**config.mk**
```make
export PLATFORM = sky130hd
export DESIGN_NAME = commit_buffer
export DESIGN_NICKNAME = d
export VERILOG_FILES = /design/src/rtl/rob_pkg.sv /design/src/rtl/rob_alloc_ctrl.sv /design/src/rtl/rob_retire_sel.sv /design/src/rtl/commit_buffer.sv
export SDC_FILE = /design/constraint.sdc
export NUM_CORES = 2
export LEC_CHECK = 0
export CORE_MARGIN = 1
export CORE_UTILIZATION = 60
export CTS_CLUSTER_SIZE = 8
export DETAILED_ROUTE_END_ITERATION = 8
export HOLD_SLACK_MARGIN = 0.08
export PLACE_DENSITY = 0.79
export SYNTH_ARGS = -nofsm -noshare
export SYNTH_HDL_FRONTEND = slang
export SYNTH_SLANG_ARGS = --single-unit
```
**constraint.sdc**
```tcl
create_clock -name clk -period 5.8 [get_ports clk]
set_input_delay 0.58 -clock clk [delete_from_list [all_inputs] [get_ports clk]]
set_output_delay 0.58 -clock clk [all_outputs]
set_load 0.005 [all_outputs]
```
**src/rtl/rob_pkg.sv**
```systemverilog
package rob_pkg;
  typedef enum logic [1:0] {
    K_REG    = 2'd0,
    K_STORE  = 2'd1,
    K_BRANCH = 2'd2
  } op_kind_e;
endpackage

```
**src/rtl/rob_alloc_ctrl.sv**
```systemverilog
module rob_alloc_ctrl #(
  parameter  int DEPTH = 16,
  localparam int IW    = $clog2(DEPTH),
  localparam int PW    = IW + 1
) (
  input  logic [PW-1:0] head_ptr,
  input  logic [PW-1:0] tail_ptr,
  input  logic          req0,
  input  logic          req1,
  input  logic          hold,
  output logic          gnt0,
  output logic          gnt1,
  output logic [IW-1:0] tag0,
  output logic [IW-1:0] tag1,
  output logic [PW-1:0] occ
);
  localparam logic [PW:0] CAP = (PW+1)'(DEPTH);
  localparam logic [PW:0] ONE = (PW+1)'(1);
  localparam logic [PW:0] TWO = (PW+1)'(2);

  // occupancy from wrap-extended pointers
  function automatic logic [PW-1:0] ptr_dist(input logic [PW-1:0] h, input logic [PW-1:0] t);
    return t - h;
  endfunction

  logic [PW:0] free_cnt;

  assign occ      = ptr_dist(head_ptr, tail_ptr);
  assign free_cnt = CAP - {1'b0, occ};
  assign gnt0     = req0 && !hold && (free_cnt >= ONE);
  assign gnt1     = req0 && req1 && !hold && (free_cnt >= TWO);
  assign tag0     = tail_ptr[IW-1:0];
  assign tag1     = tail_ptr[IW-1:0] + IW'(1);
endmodule

```
**src/rtl/rob_retire_sel.sv**
```systemverilog
module rob_retire_sel
  import rob_pkg::*;
(
  input  logic     h0_valid,
  input  logic     h0_ready,
  input  op_kind_e h0_kind,
  input  logic     h0_mis,
  input  logic     h1_valid,
  input  logic     h1_ready,
  input  op_kind_e h1_kind,
  input  logic     h1_mis,
  output logic     fire0,
  output logic     fire1,
  output logic     flush
);
  logic h0_done, h1_bad;

  assign h0_done = h0_valid && h0_ready;
  assign flush   = h0_done && (h0_kind == K_BRANCH) && h0_mis;
  assign fire0   = h0_done && !flush;
  assign h1_bad  = (h1_kind == K_BRANCH) && h1_mis;
  assign fire1   = fire0 && h1_valid && h1_ready && !h1_bad;
endmodule

```
**src/rtl/commit_buffer.sv**
```systemverilog
module commit_buffer
  import rob_pkg::*;
#(
  parameter  int DEPTH  = 16,
  parameter  int REG_W  = 5,
  parameter  int DATA_W = 32,
  localparam int IW     = $clog2(DEPTH),
  localparam int PW     = IW + 1
) (
  input  logic              clk,
  input  logic              rst_n,
  input  logic              alloc0_req,
  input  logic [1:0]        alloc0_kind,
  input  logic [REG_W-1:0]  alloc0_dst,
  input  logic              alloc1_req,
  input  logic [1:0]        alloc1_kind,
  input  logic [REG_W-1:0]  alloc1_dst,
  output logic              alloc0_gnt,
  output logic              alloc1_gnt,
  output logic [IW-1:0]     alloc0_tag,
  output logic [IW-1:0]     alloc1_tag,
  input  logic              res0_valid,
  input  logic [IW-1:0]     res0_tag,
  input  logic [DATA_W-1:0] res0_data,
  input  logic              res0_mispred,
  input  logic              res1_valid,
  input  logic [IW-1:0]     res1_tag,
  input  logic [DATA_W-1:0] res1_data,
  input  logic              res1_mispred,
  output logic              cmt0_reg_we,
  output logic              cmt0_mem_we,
  output logic [REG_W-1:0]  cmt0_dst,
  output logic [DATA_W-1:0] cmt0_data,
  output logic              cmt1_reg_we,
  output logic              cmt1_mem_we,
  output logic [REG_W-1:0]  cmt1_dst,
  output logic [DATA_W-1:0] cmt1_data,
  output logic              flush
);
  typedef struct packed {
    logic              valid;
    logic              ready;
    op_kind_e          kind;
    logic [REG_W-1:0]  dst;
    logic [DATA_W-1:0] data;
    logic              mis;
  } slot_t;

  slot_t          slots_q [DEPTH];
  slot_t          slots_d [DEPTH];
  logic [PW-1:0]  head_q, tail_q, head_d, tail_d, occ;
  logic [IW-1:0]  head_idx, next_idx;
  slot_t          h0, h1;
  logic           fire0, fire1;

  assign head_idx = head_q[IW-1:0];
  assign next_idx = head_idx + IW'(1);
  assign h0       = slots_q[head_idx];
  assign h1       = slots_q[next_idx];

  rob_alloc_ctrl #(.DEPTH(DEPTH)) u_alloc (
    .head_ptr (head_q),
    .tail_ptr (tail_q),
    .req0     (alloc0_req),
    .req1     (alloc1_req),
    .hold     (flush),
    .gnt0     (alloc0_gnt),
    .gnt1     (alloc1_gnt),
    .tag0     (alloc0_tag),
    .tag1     (alloc1_tag),
    .occ      (occ)
  );

  rob_retire_sel u_retire (
    .h0_valid (h0.valid),
    .h0_ready (h0.ready),
    .h0_kind  (h0.kind),
    .h0_mis   (h0.mis),
    .h1_valid (h1.valid),
    .h1_ready (h1.ready),
    .h1_kind  (h1.kind),
    .h1_mis   (h1.mis),
    .fire0    (fire0),
    .fire1    (fire1),
    .flush    (flush)
  );

  // commit requests are decoded from the head entries
  assign cmt0_reg_we = fire0 && (h0.kind == K_REG);
  assign cmt0_mem_we = fire0 && (h0.kind == K_STORE);
  assign cmt0_dst    = h0.dst;
  assign cmt0_data   = h0.data;
  assign cmt1_reg_we = fire1 && (h1.kind == K_REG);
  assign cmt1_mem_we = fire1 && (h1.kind == K_STORE);
  assign cmt1_dst    = h1.dst;
  assign cmt1_data   = h1.data;

  always_comb begin
    for (int i = 0; i < DEPTH; i++) begin
      slots_d[i] = slots_q[i];
      if (flush) begin
        slots_d[i] = '0;
      end else begin
        if (fire0 && head_idx == IW'(i)) slots_d[i].valid = 1'b0;
        if (fire1 && next_idx == IW'(i)) slots_d[i].valid = 1'b0;
        // capture only into entries that are allocated and pending
        if (res0_valid && res0_tag == IW'(i) && slots_q[i].valid && !slots_q[i].ready) begin
          slots_d[i].ready = 1'b1;
          slots_d[i].data  = res0_data;
          slots_d[i].mis   = res0_mispred && (slots_q[i].kind == K_BRANCH);
        end
        if (res1_valid && res1_tag == IW'(i) && slots_q[i].valid && !slots_q[i].ready) begin
          slots_d[i].ready = 1'b1;
          slots_d[i].data  = res1_data;
          slots_d[i].mis   = res1_mispred && (slots_q[i].kind == K_BRANCH);
        end
        if (alloc0_gnt && alloc0_tag == IW'(i)) begin
          slots_d[i] = '{valid: 1'b1, ready: 1'b0, kind: op_kind_e'(alloc0_kind),
                         dst: alloc0_dst, data: '0, mis: 1'b0};
        end
        if (alloc1_gnt && alloc1_tag == IW'(i)) begin
          slots_d[i] = '{valid: 1'b1, ready: 1'b0, kind: op_kind_e'(alloc1_kind),
                         dst: alloc1_dst, data: '0, mis: 1'b0};
        end
      end
    end
  end

  assign head_d = flush ? head_q + PW'(1) : head_q + PW'(fire0) + PW'(fire1);
  assign tail_d = flush ? head_q + PW'(1) : tail_q + PW'(alloc0_gnt) + PW'(alloc1_gnt);

  always_ff @(posedge clk) begin
    if (!rst_n) begin
      head_q <= '0;
      tail_q <= '0;
      for (int i = 0; i < DEPTH; i++) slots_q[i] <= '0;
    end else begin
      head_q  <= head_d;
      tail_q  <= tail_d;
      slots_q <= slots_d;
    end
  end
endmodule

```
Word-level counts from Yosys, hierarchy flattened
Cells that the tools add are included.
W data, S select, Z words.

word-level totals
  flip-flop bits (word level) = 682
  input port bits = 94
  output and inout port bits = 89
  word-level logic and storage cells = 660

operators by class
  $add $sub $neg = 9
  $lt $le $gt $ge = 4
  equality and inequality tests = 110
  muxes and demuxes = 136
  bitwise operators = 3
  reductions and logical operators = 300

operators by type and width
  kind                   number
  $mux W42               36
  $mux W33               32
  $bmux W42 S4           2
  $logic_and A1 B1 Y1    209
  $eq A4 B4 Y1 const B   48
  $eq A4 B3 Y1 const B   24
  $mux W1                64
  $reduce_bool A2 Y1     32
  $reduce_bool A4 Y1     16
  $reduce_or A4 Y1       16
  $eq A4 B2 Y1 const B   12
  $eq A2 B2 Y1 const B   18
  $eq A4 B1 Y1 const B   6
  $logic_not A4 Y1       6
  $add A5 B1 Y5          4
  $logic_not A1 Y1       18
  $ge A5 B5 Y1 const B   2
  $mux W5                2
  $not A4 Y5             2
  $add A4 B1 Y4 const B  2
  $ge A6 B1 Y1 const B   1
  $ge A6 B2 Y1 const B   1
  $sub A5 B5 Y6 const A  1
  $add A5 B1 Y5 const B  1
  5 further kinds        7

Logic depth before layout (Yosys ltp)
  depth in word-level cells = 16
  depth in mapped cells = 21

By module
Synthesis repeated with hierarchy kept, for this count alone.

unflattened totals
  cell total of the unflattened synthesis = 4097
  area total of the unflattened synthesis = 42416.9 µm²

by module, submodules not included
  module          times used  cells each  area an instance (µm²)  seq. area each (µm²)
  commit_buffer   1           4039        41956.5                 13653.1
  rob_alloc_ctrl  1           51          412.9                   0.0
  rob_retire_sel  1           7           47.5                    0.0

Least setup slack after synthesis
No wires, ideal clock.

  path type = reg-to-output
  start point = reg head_q[1]
  end point = out cmt1_data[10]
  arrival = 4394 ps
  required time = 5220 ps
  path slack = 826 ps
  stages on the path, launching flop included = 13
  path through = dfxtp_1 buf_4 buf_4 clkbuf_1 clkbuf_1 clkbuf_1 inv_1 ha_1 buf_2 buf_1 buf_1 mux4_2 mux4_2

on the way
  word-level cells in the longest chain between the ends = 5

ends and longest elaborated chain
  element                                      line                  RTL
  start: declaration                           commit_buffer.sv:51   logic [PW-1:0] head_q, tail_q, head_d, tail_d, occ;
  start signal: assignment                     commit_buffer.sv:134  head_q <= '0;
  start signal: assignment                     commit_buffer.sv:138  head_q <= head_d;
  $add A4 B1 Y4                                commit_buffer.sv:57   assign next_idx = head_idx + IW'(1);
  $not A4 Y5 (implied by the code)             commit_buffer.sv:59   assign h1 = slots_q[next_idx];
  $bmux W42 S4                                 commit_buffer.sv:59
  $mux W42 (implied by the code) (2 in a row)  commit_buffer.sv:59
  end: declaration                             commit_buffer.sv:37   output logic [DATA_W-1:0] cmt1_data,

No other way between the ends. The select of a mux whose other input is x is not followed.

Worst setup path after layout
  start point = reg head_q[0]
  end point = out cmt1_data[29]

Same word-level chain as after synthesis.

==> results.txt <==
----------------------------------------------------
[STA]
  Number of hold violations in the final report ... 0
  Final period util ... 92.1%
  RSZ-0062 raised after global routing ... no
  Final-report setup violation count ... 0
  Worst Tran Pin Value ... 1.38 ns
  Worst slew margin relative to its limit ... 7.66%
  Final Slew Violations ... 0
  Clock period minus final worst setup slack ... 5.34 ns
  Maximum clock rate ... 187 MHz
  Final setup skew ... 0.0372 ns
  Summed negative setup slack over all endpoints ... 0 ns

[Yosys]
  Most frequently used flop master after synthesis ... dfxtp_1
  Yosys warns ... 0
  Fraction of registers with async set/reset ... 0%
  Most area-hungry cell type in the Yosys netlist ... dfxtp_1
  Post-synth EDFFs ... 0
  Most instantiated cells after synthesis ... dfxtp_1, mux2i_1, nor2_1, mux4_2, clkbuf_1
  Cell with the most instances after synthesis ... dfxtp_1
  Count of mapped cells out of synthesis ... 3966
  Post-synth cell types ... 71
  Synth Area per Inst ... 10.8 um2
  Synthesis-stage register bit count ... 682
  Syn_nets ... 4083
  Leading post-synthesis cells by cell area ... dfxtp_1, mux4_2, mux2i_1
  Fraction of synthesized cell area taken by the top area cell type ... 31.9%
  Portion of the post-synthesis area used by sequential elements ... 31.9%
  Netlist Area Pre-Place ... 42800 um2

[Detailed routing]
  Vias ... 36300
  Iteration-0 DRC Markers ... 5295
  Via density per instance ... 7.54
  Sum of routed wire length over all layers ... 146000 um
  Average routed wire per standard cell ... 30.4 um
  Number of antenna-violating nets in the routed design ... 0
  # DRC ... 0
  Total iterations of the first detailed-routing run ... 6

[Setup path]
  Critical Path AT ... 4.76 ns
  Critical setup path kind ... reg -> out
  Worst setup SP type ... register
  Critical-path maximum fanout ... 49
  Critical Path Sink Type ... output port
  Worst setup slack for register-to-register paths ... 0.90 ns
  Critical Path RT ... 5.22 ns

[Clocking]
  Buffers from clock root to sink, at most ... 3
  Clock root buffer master ... clkbuf_16
  Total number of clock tree sinks ... 682
  H-tree depth ... 3
  Post-cts sizing count ... 0
  Hold-fix buffers at CTS ... 0
  Clock buffers created by TritonCTS ... 95
  Post-CTS repair timing setup buffer count ... 0
  CTS tree ... done
  Insertion delay of the later-clocked pin in the worst-skew pair ... 0.67 ns
  Clock transition at the registers of the reported paths ... 0.05 ns

[Min path]
  Class of the worst hold path ... reg -> reg

[Outcome]
  Status ... complete, no violations

[GRT]
  Number of antenna violations at the first check in global routing ... 9
  GRT Overall Usage ... 40.3%
  Number of global-route vias before repair ... 34800
  Largest net degree at the start of global routing ... 113
  Overall overflow remaining after global route ... 0
  Wire length of the first global-routing pass ... 217000 um

[Place]
  Detail Placement HPWL ... 84400 um
  RD Place Congestion ... 0.957
  Count of input and output buffers ... 182

[Floorplanning]
  Overall die height ... 269 um
  DIE AREA ... 72400 um2
  Area of the core ... 70300 um2
  Number of primary I/O pins ... 183
  Initial core utilization ... 60.9%
  Std-Cell Rows ... 97
  Die width ... 269 um

[Run]
  Max-cap violation count ... 0

[Cells and area]
  Fill cell total of the finished layout ... 5092
  Layout overhead on the synthesized area ... 9.76%
  Layout Nets ... 3985
  Proportion of layout cells with a drive suffix above 1 ... 24.1%

[Power]
  Leak pwr ... 17.8 nW
  Ratio of total power to cell area ... 234 nW/um2
  IR Drop Worst-Case VDD ... 0.218 mV
  Total power draw ... 11.0 mW

----------------------------------------------------
==> cells in the final DEF, fill, tap and decap left out, types with 4 or more instances in the layout <==
cell type        instances
a211oi_1               254
a211oi_2               226
a21oi_1                120
a21oi_2                 21
a22oi_1                  6
a31oi_1                 36
a31oi_2                  5
and3_1                   6
buf_4                   99
clkbuf_16               98
clkdlybuf4s50_1        182
dfxtp_1                679
ha_1                    19
inv_1                   36
mux2i_1                587
mux4_2                 406
nand2_1                135
nand2b_1                 6
nand3_1                 18
nand3_2                  7
nand3_4                 22
nand3b_1                18
nand4_1                 22
nand4b_1                 6
nor2_1                 528
nor2_2                  10
nor2b_1                 15
nor3_1                  11
nor3b_1                  8
o211ai_1                 4
o21ai_0                114
o21ai_1                 20
o221ai_1                39
or3_1                    9
or4_1                   16
xnor2_1                  7
xor2_1                   6
==> metal layers <==
| layer | part of all wire [%] | wire length, um | track usage, % | vias to the layer above |
|---|---|---|---|---|
| met5 | 0.057 | 84 | 0 | - |
| met4 | 6.6 | 9690 | 24.6 | 12 |
| met3 | 14 | 20600 | 12.5 | 707 |
| met2 | 43 | 63500 | 59.4 | 2978 |
| met1 | 36 | 52600 | 51.7 | 17700 |
| li1 | - | - | - | 14900 |
==> critical path, stage by stage, from the launching register on <==
cell             delay, ns
dfxtp_4               0.69
inv_1                 0.28
ha_4                  0.84
buf_4                 0.47
buf_4                 0.40
mux4_2                0.36
mux4_2                0.50
clkdlybuf4s50_1       0.54
==> sequential cells by signal, indices dropped and copies added, names as in the netlist <==
signal   cells
slots_q    672
head_q       5
tail_q       5
==> final timing paths <==
kind / from / endpoint / cells past startpoint
max reg2reg: head_q[2] / slots_q[284] / 8
min reg2reg: slots_q[70] / slots_q[70] / 2
min: slots_q[70] / slots_q[70] / 2
max: head_q[0] / cmt1_data[29] / 7
==> cells by family (layout without fill, tap and decap cells) <==
group	Yosys count	in the layout	share of synthesized area [%]
mux	993	993	35.1
compound gates	875	875	16.7
simple gates	861	861	9.12
flops	682	682	31.9
buf+inv	517	428	6.13
fa+ha+maj	23	23	0.725
xor+xnor	15	15	0.307
other cells	0	2	0
==> area by class of cell <==
cell class              instances  area (um2)  area share (%)
diodes                          2        5.00          0.0107
clock buffers                 101        2460            5.24
clock inverters                 5        82.6           0.176
inverters                      38         146           0.312
multi-input cells            2767       26800            57.1
flip-flops and latches        682       13700            29.1
well taps                     940        1180            2.50
repair buffers                284        2630            5.59
==> stage by stage <==
step	area [um2]	hold slack [ns]	worst slack [ns]	utilization, %	instances
global route	47000	0.483	0.296	66.8	4818
global placement	44400	0.447	1.14	63.2	4711
CTS	47000	0.463	0.480	66.8	4817
floorplan	42800	0.436	0.826	-	3966
detailed placement	44400	0.456	1.05	63.2	4711
finish	47000	0.467	0.460	66.9	4819
==> power breakdown <==
| group | switching [mW] | internal [mW] |
|---|---|---|
| combinational | 0.708 | 0.379 |
| clock | 2.12 | 2.96 |
| sequential | 0.0692 | 4.75 |
| total | 2.90 | 8.09 |
No activity file was read; power rests on OpenSTA's default activity.
